==> src/rtl/mbus_pkg.sv <==
package mbus_pkg;

  typedef enum logic [2:0] {
    S_IDLE, S_T1, S_T2, S_TE, S_TW, S_T3, S_DONE
  } busState_t;

  // Strobes from the sequencer to the datapath
  typedef struct packed {
    logic load;
    logic driveAddr;
    logic driveData;
    logic capture;
    logic done;
  } busCtl_t;

endpackage

==> src/rtl/mbus_ctrl.sv <==
module mbus_ctrl
  import mbus_pkg::*;
(
  input  logic    clk,
  input  logic    rstN,
  input  logic    reqValid,
  input  logic    extMode,
  input  logic    waitN,
  input  logic    isWrite,
  output busCtl_t ctl,
  output logic    asN,
  output logic    dsN,
  output logic    busy
);

  busState_t state, stateNext;
  logic      phase, phaseNext;
  logic      extR;

  // State after the second tick of T2/TE/TW: wait sampling point
  function automatic busState_t afterSample(input logic w);
    return w ? S_T3 : S_TW;
  endfunction

  always_comb begin
    stateNext = state;
    phaseNext = phase;
    unique case (state)
      S_IDLE: begin
        phaseNext = 1'b0;
        if (reqValid) stateNext = S_T1;
      end
      S_DONE: begin
        stateNext = S_IDLE;
        phaseNext = 1'b0;
      end
      default: begin
        if (!phase) begin
          phaseNext = 1'b1;
        end else begin
          phaseNext = 1'b0;
          case (state)
            S_T1:    stateNext = S_T2;
            S_T2:    stateNext = extR ? S_TE : afterSample(waitN);
            S_TE:    stateNext = afterSample(waitN);
            S_TW:    stateNext = afterSample(waitN);
            S_T3:    stateNext = S_DONE;
            default: stateNext = S_IDLE;
          endcase
        end
      end
    endcase
  end

  always_ff @(posedge clk or negedge rstN) begin
    if (!rstN) begin
      state <= S_IDLE;
      phase <= 1'b0;
      extR  <= 1'b0;
    end else begin
      state <= stateNext;
      phase <= phaseNext;
      if (state == S_IDLE && reqValid) extR <= extMode;
    end
  end

  logic dataPhase;
  assign dataPhase = (state == S_T2) || (state == S_TE) ||
                     (state == S_TW) || (state == S_T3);

  assign asN  = !(state == S_T1 && !phase);
  // Reads strobe from the start of T2, writes from its second tick
  assign dsN  = !(dataPhase && !(isWrite && state == S_T2 && !phase));
  assign busy = (state != S_IDLE);

  assign ctl.load      = (state == S_IDLE) && reqValid;
  assign ctl.driveAddr = (state == S_T1);
  assign ctl.driveData = isWrite && (dataPhase || state == S_DONE);
  assign ctl.capture   = !isWrite && (state == S_T3) && phase;
  assign ctl.done      = (state == S_DONE);

endmodule

==> src/rtl/mbus_dp.sv <==
module mbus_dp
  import mbus_pkg::*;
#(
  parameter int ADDR_W = 16,
  parameter int DATA_W = 8
) (
  input  logic                 clk,
  input  logic                 rstN,
  input  busCtl_t              ctl,
  input  logic                 reqWrite,
  input  logic                 reqDm,
  input  logic [ADDR_W-1:0]    reqAddr,
  input  logic [DATA_W-1:0]    reqWdata,
  input  logic [DATA_W-1:0]    adIn,
  output logic [DATA_W-1:0]    adOut,
  output logic                 adOe,
  output logic [ADDR_W-DATA_W-1:0] addrHi,
  output logic                 rwN,
  output logic                 dmN,
  output logic                 isWrite,
  output logic [DATA_W-1:0]    rdData,
  output logic                 rdValid
);

  localparam int HI_W = ADDR_W - DATA_W;

  logic [ADDR_W-1:0] addrR;
  logic [DATA_W-1:0] wdataR;
  logic [DATA_W-1:0] rdR;
  logic              rwNR, dmNR, rdOkR;

  always_ff @(posedge clk or negedge rstN) begin
    if (!rstN) begin
      addrR  <= '0;
      wdataR <= '0;
      rdR    <= '0;
      rwNR   <= 1'b1;
      dmNR   <= 1'b1;
      rdOkR  <= 1'b0;
    end else begin
      if (ctl.load) begin
        addrR  <= reqAddr;
        wdataR <= reqWdata;
        rwNR   <= !reqWrite;
        dmNR   <= !reqDm;
        rdOkR  <= 1'b0;
      end
      if (ctl.capture) begin
        rdR   <= adIn;
        rdOkR <= 1'b1;
      end
    end
  end

  assign adOut   = ctl.driveAddr ? addrR[DATA_W-1:0] : wdataR;
  assign adOe    = ctl.driveAddr || ctl.driveData;
  assign addrHi  = addrR[ADDR_W-1 -: HI_W];
  assign rwN     = rwNR;
  assign dmN     = dmNR;
  assign isWrite = !rwNR;
  assign rdData  = rdR;
  assign rdValid = ctl.done && rdOkR;

endmodule

==> src/rtl/mux_bus_ctrl.sv <==
module mux_bus_ctrl
  import mbus_pkg::*;
#(
  parameter int ADDR_W = 16,
  parameter int DATA_W = 8
) (
  input  logic                     clk,
  input  logic                     rstN,
  input  logic                     reqValid,
  input  logic                     reqWrite,
  input  logic                     reqDm,
  input  logic [ADDR_W-1:0]        reqAddr,
  input  logic [DATA_W-1:0]        reqWdata,
  input  logic                     extMode,
  input  logic                     waitN,
  output logic                     busy,
  output logic                     done,
  output logic [DATA_W-1:0]        rdData,
  output logic                     rdValid,
  output logic [DATA_W-1:0]        adOut,
  output logic                     adOe,
  input  logic [DATA_W-1:0]        adIn,
  output logic [ADDR_W-DATA_W-1:0] addrHi,
  output logic                     asN,
  output logic                     dsN,
  output logic                     rwN,
  output logic                     dmN
);

  busCtl_t ctl;
  logic    isWrite;

  mbus_ctrl u_ctrl (
    .clk(clk), .rstN(rstN), .reqValid(reqValid), .extMode(extMode),
    .waitN(waitN), .isWrite(isWrite), .ctl(ctl),
    .asN(asN), .dsN(dsN), .busy(busy)
  );

  mbus_dp #(.ADDR_W(ADDR_W), .DATA_W(DATA_W)) u_dp (
    .clk(clk), .rstN(rstN), .ctl(ctl), .reqWrite(reqWrite), .reqDm(reqDm),
    .reqAddr(reqAddr), .reqWdata(reqWdata), .adIn(adIn), .adOut(adOut),
    .adOe(adOe), .addrHi(addrHi), .rwN(rwN), .dmN(dmN), .isWrite(isWrite),
    .rdData(rdData), .rdValid(rdValid)
  );

  assign done = ctl.done;

endmodule

==> config.mk <==
export PLATFORM = sky130hd
export DESIGN_NAME = mux_bus_ctrl
export DESIGN_NICKNAME = d
export VERILOG_FILES = /design/src/rtl/mbus_pkg.sv /design/src/rtl/mbus_ctrl.sv /design/src/rtl/mbus_dp.sv /design/src/rtl/mux_bus_ctrl.sv
export SDC_FILE = /design/constraint.sdc
export NUM_CORES = 1
export LEC_CHECK = 0
export ABC_AREA = 1
export BUFFER_PORTS_ARGS = -buffer_cell sky130_fd_sc_hd__buf_2
export CAP_MARGIN = 25
export CORE_UTILIZATION = 52
export CTS_CLUSTER_DIAMETER = 200
export DETAILED_ROUTE_END_ITERATION = 12
export HOLD_SLACK_MARGIN = 0.12
export PLACE_DENSITY = 0.95
export SETUP_SLACK_MARGIN = 0.4
export SLEW_MARGIN = 20
export SYNTH_ARGS = -nofsm -noshare
export SYNTH_HDL_FRONTEND = slang
export SYNTH_SLANG_ARGS = --single-unit
==> constraint.sdc <==
create_clock -name clk -period 3.05 [get_ports clk]
set_input_delay 0.1525 -clock clk [delete_from_list [all_inputs] [get_ports clk]]
set_output_delay 0.1525 -clock clk [all_outputs]
set_load 0.01 [all_outputs]
### Yosys cells after proc, flatten, opt, wreduce, memory -nomap -nowiden

Cells that the tools add are included.

| word-level totals | value |
|---|---|
| output and inout port bits | 32 |
| bits of input ports | 39 |
| register bits | 40 |
| logic and storage cells | 55 |

| operators by class | value |
|---|---|
| reductions and logical operators | 28 |
| muxes and demuxes | 11 |
| eq/ne operators | 7 |

Operators with widths:

| kind | number |
|---|---|
| $pmux 3 s4 | 1 |
| $eq 3x3->1 const B | 3 |
| $logic_and 1x1->1 | 9 |
| $mux 3 | 3 |
| $mux 8 | 1 |
| $logic_not 1->1 | 7 |
| $eq 3x2->1 const B | 2 |
| $pmux 3 s2 | 1 |
| $reduce_bool 3->1 | 2 |
| $logic_or 1x1->1 | 5 |
| $mux 1 | 5 |
| $reduce_or 2->1 | 2 |
| $eq 3x1->1 const B | 1 |
| $logic_not 3->1 | 1 |
| $ne 2x2->1 const B | 1 |
| $reduce_and 2->1 | 1 |
| $reduce_bool 2->1 | 1 |

### Depth between registers and ports, before layout

Gate-level depths: netlist of run 1.

| logic depth | value |
|---|---|
| word-level depth | 7 |
| gate-level depth with buffers | 8 |
| mapped depth without buffers | 8 |

### Hierarchy

Synthesis of run 1 repeated with hierarchy kept, for this count alone.

| unflattened totals | value |
|---|---|
| cells, all modules | 238 |
| area, all modules | 1,924.3 um^2 |

By module, submodules not included:

| module | area an instance (um^2) | seq. area each (um^2) | instances | cells each |
|---|---|---|---|---|
| mbus_dp | 1,561.5 | 878.3 | 1 | 187 |
| mbus_ctrl | 362.8 | 125.1 | 1 | 51 |

### Least setup slack after synthesis of run 1

Ideal clock, no wire load.

| timing path | value |
|---|---|
| path type | register to output |
| start | register u_ctrl.state[0] |
| end | output port adOut[0] |
| buffers on the path | 1 |
| required time | 2,897 ps |
| data arrival time | 1,089 ps |
| stages on the path, launching flop included | 6 |
| setup slack | 1,808 ps |
| cell sequence | dfrtp_1 > inv_2 > nor2_4 > nand2_2 > buf_2 > o21ai_1 |

| between the ends | value |
|---|---|
| word-level cells in the longest chain between the ends | 2 |

Ends and longest elaborated chain:

| item | line | text |
|---|---|---|
| from (decl) | mbus_ctrl.sv:16 | `busState_t state, stateNext;` |
| from (signal assigned) | mbus_ctrl.sv:61 | `state <= stateNext;` |
| $eq 3x1->1 | mbus_ctrl.sv:77 | `assign ctl.driveAddr = (state == S_T1);` |
| $mux 8 | mbus_dp.sv:55 | `assign adOut = ctl.driveAddr ? addrR[DATA_W-1:0] : wdataR;` |
| to (decl) | mux_bus_ctrl.sv:20 | `output logic [DATA_W-1:0] adOut,` |

Every way passes these cells.

### Final worst setup path of run 1

| timing path | value |
|---|---|
| start | register u_ctrl.state[2] |
| end | output port adOut[6] |

The elaborated chain is that of the path after synthesis.

==> flow_metrics.env, run 1 <==
export IMPL_final_common_cell="nand2_1"
export IMPL_synth_cell_type_count=19
export IMPL_wire_per_inst_microns=12.87
export IMPL_postPlaceCellArea_sq_um=2176
export IMPL_clock_latency_ns=0.35
export IMPL_maxCapViolations=0
export IMPL_power_share_switching=0.4290
export IMPL_syn_cell_area_sq_um=1892
export IMPL_status="finished, final reports clean"
export IMPL_drv_slew=0
export IMPL_grt_max_degree=41
export IMPL_placed_cells=325
export IMPL_area_growth_pct=37.70
export IMPL_hold_class="input pin to register"
export IMPL_setup_tns_ns=0
export IMPL_postCtsSetupBuffers=0
export IMPL_worst_slew_pin_slew_ns=0.8543
export IMPL_syn_nets=264
export IMPL_skew_ns=0.01441
export IMPL_vias_per_cell=4.789
export IMPL_critPathArrivalTime_ns=1.68
export IMPL_rows=21
export IMPL_grt_pass1_vias=1772
export IMPL_critPathMaxFanout=17
export IMPL_critPathCaptureType="primary output"
export IMPL_first_pass_iters=4
export IMPL_power_frac_clock=0.125
export IMPL_wl_met3_microns=264
export IMPL_yosysSeqAreaShare=0.5304
export IMPL_antennaDiodeCount=0
export IMPL_numPortBuffers=70
export IMPL_numClockSinks=40
export IMPL_cellInternalPower_w=0.001367
export IMPL_layout_drive_gt1_share=0.2941
export IMPL_fin_crit_sh=0.6018
export IMPL_globalRouteTotalUtil=0.2679
export IMPL_switchingPower_w=0.001027
export IMPL_synthCells=225
export IMPL_finalSetupViolCount=0
export IMPL_syn_area_per_cell_sq_um=8.408
export IMPL_htree_levels=2
export IMPL_peakVddDrop_v=0.0004983
export IMPL_grt_overflow_total=0
export IMPL_drt_total_wl_mm=4.749
export IMPL_ys_ff_latch=40
export IMPL_dp_hpwl_mm=2.774
export IMPL_die_h_microns=62.32
export IMPL_finalNetCount=361
export IMPL_die_area_sq_um=3883
export IMPL_dieWidth_microns=62.32
export IMPL_slew_headroom=0.4305
export IMPL_cts_root_buf="clkbuf_4"
export IMPL_final_area_sq_um=2605
export IMPL_combPwrFrac=0.479
export IMPL_final_cell_mix="93 x nand2_1, 70 x buf_2, 38 x dfrtp_1, 36 x dlygate4sd3_1, 26 x inv_1"
export IMPL_crit_type="register to primary output"
export IMPL_hold_viol=0
export IMPL_pwr_share_seq=0.396
export IMPL_ant_nets=0
export IMPL_start_util=0.5538
export IMPL_p_leak_nw=1.438
export IMPL_drcViolationCount=0
export IMPL_core_area_sq_um=3416
export IMPL_grt_antenna_before_repair=0
export IMPL_cts_tree="built"
export IMPL_drt_iter0_drc=133
export IMPL_layout_cells_non_filler=369
export IMPL_cts_buffer_depth=2
export IMPL_yosysWarnings=0
export IMPL_power_density_nw_per_um2=918.8
export IMPL_clkTransAtPathRegs_ns=0.11
export IMPL_start_kind="register"
export IMPL_crit_required_ns=2.90
export IMPL_grt_pass1_wl_mm=7.969
export IMPL_fillers=239
export IMPL_gp_congestion=0.8285
export IMPL_min_period_ns=1.835
export IMPL_fmax_mhz=544.8
export IMPL_route_met2_wl_mm=2.501
export IMPL_r2r_slack_ns=1.42
export IMPL_via_count=1767
export IMPL_io_pins=71
export IMPL_met1_length_mm=1.856
export IMPL_cts_resized=0
export IMPL_finalPower_w=0.002394
export IMPL_cts_made_buffers=5
export IMPL_highest_layer="met4"
export IMPL_rsz0062_at_grt="false"
## stage by stage
| step | worst slack, ns | util | hold WS, ns |
|---|---|---|---|
| CTS | 1.212 | 0.7626 | 0.1780 |
| detailed placement | 1.458 | 0.6370 | 0.3035 |
| floorplan | 1.808 | - | -0.1431 |
| global route | 1.094 | 0.7626 | 0.2142 |
| global placement | 1.545 | 0.6370 | 0.2982 |
| finish | 1.215 | 0.7626 | 0.1864 |
## cell type report
class	count	area, sq um	area share
flip-flops and latches	40	1003	0.3852
repair buffers	106	710.7	0.2728
inverters	29	111.4	0.04275
well taps	46	57.56	0.02209
multi-input cells	140	653.1	0.2507
clock buffers	8	68.82	0.02642
## state kept, by name, indices dropped and copies added (netlist names)
signal and flops:
u_ctrl.state 3, u_dp.rwN 1, u_ctrl.extR 1, u_dp.rdData 8, u_dp.rdOkR 1, u_ctrl.phase 1, u_dp.dmN 1, u_dp.addrR 16
u_dp.wdataR 8
## worst max-delay path, stage by stage, from the launching register on
cell	delay, ns
dfrtp_1	0.57
inv_1	0.12
nand2_2	0.29
nand2_1	0.12
o21ai_1	0.10
buf_2	0.15
## logic make-up (layout without fill, tap and decap cells)
family,Yosys count,in the layout,synth area share
AOI/OAI and AO/OA,32,32,0.1005
buffers and inverters,45,143,0.1243
DFF,40,40,0.5304
and+or+nand+nor,108,108,0.2447
## timing repair
action                                 in CTS  in global routing
hold buffers                               36                  0
endpoints found under the hold margin      73                  0
setup endpoints to repair                   0                  0
## final timing paths
kind                                                  start                          end  cells past startpoint
max in group asynchronous                              rstN    u_dp.addrR[9]$_DFFE_PN0P_                      2
worst max-delay path            u_ctrl.state[2]$_DFFE_PN0P_                     adOut[6]                      5
worst min-delay path                                  waitN  u_ctrl.state[0]$_DFFE_PN0P_                      7
worst max register to register  u_ctrl.state[2]$_DFFE_PN0P_    u_dp.addrR[7]$_DFFE_PN0P_                      5
worst min register to register         u_dp.dmN$_DFFE_PN1P_         u_dp.dmN$_DFFE_PN1P_                      2
min in group asynchronous                              rstN   u_dp.wdataR[7]$_DFFE_PN0P_                      2
## power by group through the flow
stage                     sequential (W)  clock [W]  combinational (W)
after floorplan                 0.000945          0           0.000797
after CTS                       0.000943   0.000304            0.00114
final                           0.000948   0.000298            0.00115
after global placement          0.000935          0            0.00104
after detailed placement        0.000951          0            0.00108
after global routing            0.000971   0.000326            0.00128
## cells in the mapped netlist
cell type  instances  area share
buf_2              3      0.0079
inv_4              1      0.0033
nor2_4             2       0.012
nand3_4            1      0.0093
a21oi_1            1      0.0026
buf_4             10       0.040
buf_6              3       0.018
dfrtp_1           38        0.50
inv_1             26       0.052
o21ai_1           20       0.053
nand2_1           93        0.18
o21ai_0            3      0.0079
dfstp_2            2       0.028
o21ai_2            8       0.037
nand4_4            1       0.011
nor2_1             3      0.0060
nand3_1            7       0.019
inv_2              2      0.0040
nand2_2            1      0.0033
## metal layers
metal | vias up | global-route usage
met5 | - | 0
met4 | 0 | 0.1250
met3 | 15 | 0.05331
met2 | 70 | 0.4643
met1 | 806 | 0.3195
li1 | 876 | -
No activity file was read; power rests on OpenSTA's default activity.
==> inputs of run 2 (changes only) <==
--- a/config.mk
+++ b/config.mk
@@ -8,11 +8,11 @@
 export ABC_AREA = 1
 export BUFFER_PORTS_ARGS = -buffer_cell sky130_fd_sc_hd__buf_2
 export CAP_MARGIN = 25
-export CORE_UTILIZATION = 52
+export CORE_UTILIZATION = 44
 export CTS_CLUSTER_DIAMETER = 200
 export DETAILED_ROUTE_END_ITERATION = 12
 export HOLD_SLACK_MARGIN = 0.12
-export PLACE_DENSITY = 0.95
+export PLACE_DENSITY = 0.87
 export SETUP_SLACK_MARGIN = 0.4
 export SLEW_MARGIN = 20
 export SYNTH_ARGS = -nofsm -noshare
==> constraint.sdc (replaced) <==
create_clock -name clk -period 1.45 [get_ports clk]
set_input_delay 0.0725 -clock clk [delete_from_list [all_inputs] [get_ports clk]]
set_output_delay 0.0725 -clock clk [all_outputs]
set_load 0.01 [all_outputs]
==> run 2 against run 1 <==
- the run now ends with negative setup slack left
- clock power grew to 3.0 times the previous value
- sequential power grew 120%
- critical path type unchanged
- critical endpoint is now adOut[7]
- combinational power grew to 3.7 times the previous value
- largest cell class is now multi-input combinational cells
- count of clock-buffer cells in the layout shrank 2
- clock skew shrank 0.0071 ns
- critical path depth grew 1
==> flow_metrics.env, run 2 (same netlist as run 1, synthesis figures left out) <==
export IMPL_io_pins=71
export IMPL_die_h_microns=67.57
export IMPL_power_density_nw_per_um2=2085
export IMPL_dp_hpwl_mm=2.973
export IMPL_critPathCaptureType="primary output"
export IMPL_wire_per_inst_microns=17.82
export IMPL_crit_chain="nor2_4 -> nand2_2 -> buf_12 -> nand2_1 -> o21ai_2 -> buf_2"
export IMPL_fillers=182
export IMPL_dieWidth_microns=67.57
export IMPL_worst_slew_pin_slew_ns=0.4878
export IMPL_cts_root_buf="clkbuf_8"
export IMPL_fin_crit_sh=1.031
export IMPL_grt_pass1_vias=2047
export IMPL_area_growth_pct=81.88
export IMPL_hold_ws_ns=0.1802
export IMPL_setup_tns_ns=-0.2336
export IMPL_ant_nets=0
export IMPL_clkTransAtPathRegs_ns=0.08
export IMPL_fmax_mhz=669.1
export IMPL_grt_overflow_total=0
export IMPL_drt_total_wl_mm=7.127
export IMPL_finalNetCount=388
export IMPL_violations="negative setup slack"
export IMPL_layout_cells_non_filler=400
export IMPL_final_common_cell="buf_2"
export IMPL_slowest_delay_ns=0.47
export IMPL_via_count=2076
export IMPL_final_cell_mix="67 x buf_2, 42 x nand2_1, 36 x dlygate4sd3_1, 36 x dfrtp_1, 28 x nand2_4"
export IMPL_rows=23
export IMPL_critPathMaxFanout=17
export IMPL_regMostFlops="u_dp.addrR"
export IMPL_p_leak_nw=1.879
export IMPL_htree_levels=2
export IMPL_die_area_sq_um=4566
export IMPL_core_area_sq_um=4058
export IMPL_rsz0062_at_grt="true"
export IMPL_cts_made_buffers=5
export IMPL_grt_antenna_before_repair=0
export IMPL_drcViolationCount=0
export IMPL_min_period_ns=1.495
export IMPL_seq_area_sq_um=1006
export IMPL_skew_ns=0.007320
export IMPL_slew_headroom=0.6748
export IMPL_peakVddDrop_v=0.001198
export IMPL_maxCapViolations=0
export IMPL_vias_per_cell=5.190
export IMPL_hold_class="input pin to register"
export IMPL_status="finished, violations left"
export IMPL_cts_buffer_depth=2
export IMPL_start_util=0.4662
export IMPL_largest_register_ffs=16
export IMPL_crit_family="flip-flops"
export IMPL_cts_tree="built"
export IMPL_setup_ws_ns=-0.04457
export IMPL_drt_iter0_drc=145
export IMPL_cp_slowest_cell="dfrtp_2"
export IMPL_critPathBufInv=2
export IMPL_clock_latency_ns=0.30
export IMPL_first_pass_iters=4
export IMPL_antennaDiodeCount=0
export IMPL_grt_pass1_wl_mm=9.625
export IMPL_grt_max_degree=22
export IMPL_numPortBuffers=70
export IMPL_multi_input_area_sq_um=1030
export IMPL_gp_congestion=0.8566
export IMPL_finalSetupViolCount=9
export IMPL_globalRouteTotalUtil=0.2961
export IMPL_crit_type="register to primary output"
export IMPL_start_kind="register"
export IMPL_drv_slew=0
export IMPL_critPathArrivalTime_ns=1.42
export IMPL_numClockSinks=40
export IMPL_r2r_slack_ns=-0.03
export IMPL_hold_viol=0
export IMPL_crit_required_ns=1.38
export IMPL_placed_cells=333
export IMPL_place_ws_ns=0.1137
export IMPL_layout_drive_gt1_share=0.5714
==> run 2: area by class of cell <==
cell class / count / area share
inverter: 29 / 0.03600
tap: 50 / 0.01818
multi-input combinational: 140 / 0.2993
clock inverter: 2 / 0.01018
timing repair inverter: 6 / 0.03236
timing repair buffer: 127 / 0.2905
clock buffer: 6 / 0.02109
sequential: 40 / 0.2924
==> run 2: path summary, 6_finish.rpt <==
kind,cells after the start,end,start
setup / recovery,6,adOut[7],u_ctrl.state[1]$_DFFE_PN0P_
hold / removal,7,u_ctrl.state[0]$_DFFE_PN0P_,waitN
setup reg to reg,7,u_dp.addrR[4]$_DFFE_PN0P_,u_ctrl.state[2]$_DFFE_PN0P_
hold reg to reg,2,u_dp.wdataR[3]$_DFFE_PN0P_,u_dp.wdataR[3]$_DFFE_PN0P_
max in group asynchronous,3,u_dp.dmN$_DFFE_PN1P_,rstN
min in group asynchronous,2,u_dp.addrR[13]$_DFFE_PN0P_,rstN
==> run 2: report_power, final <==
group | total (W) | internal [W] | leakage [nW] | switching [W]
clock network | 0.000901 | 0.000511 | 0.0552 | 0.000390
logic | 0.00421 | 0.00180 | 1.35 | 0.00241
registers | 0.00207 | 0.00167 | 0.478 | 0.000395
==> run 2: metal layers <==
layer | up-vias | share of wire | track usage
met5 | - | 0 | 0
met2 | 96 | 0.54 | 0.5272
li1 | 931 | - | -
met3 | 35 | 0.065 | 0.07095
met4 | 0 | 0.042 | 0.1064
met1 | 1014 | 0.36 | 0.3413
==> run 2: worst reg2reg max path, delay by kind of cell, from the launching register on <==
family                 cells  cell delay, ns
and+or+nand+nor            3            0.42
AOI/OAI and AO/OA          1            0.08
DFF                        1            0.46
buffers and inverters      3            0.45
==> run 2: repair_timing <==
| action | in CTS | in global routing |
|---|---|---|
| hold endpoints to repair | 73 | 0 |
| hold buffers | 36 | 0 |
| setup buffers | 11 | 4 |
| pin swaps | 14 | 16 |
| cloned | 8 | 0 |
| gates resized for setup | 66 | 73 |
| setup endpoints to repair | 54 | 55 |
==> run 2: per-stage QoR <==
stage | area, sq um | util | total power, W
6_report | 3441 | 0.8480 | 0.007174
5_1_grt | 3441 | 0.8480 | 0.007543
4_1_cts | 3122 | 0.7693 | 0.006264
3_5_place_dp | 2276 | 0.5609 | 0.004551
3_3_place_gp | 2276 | 0.5609 | 0.004427
2_1_floorplan | 1946 | - | 0.003842
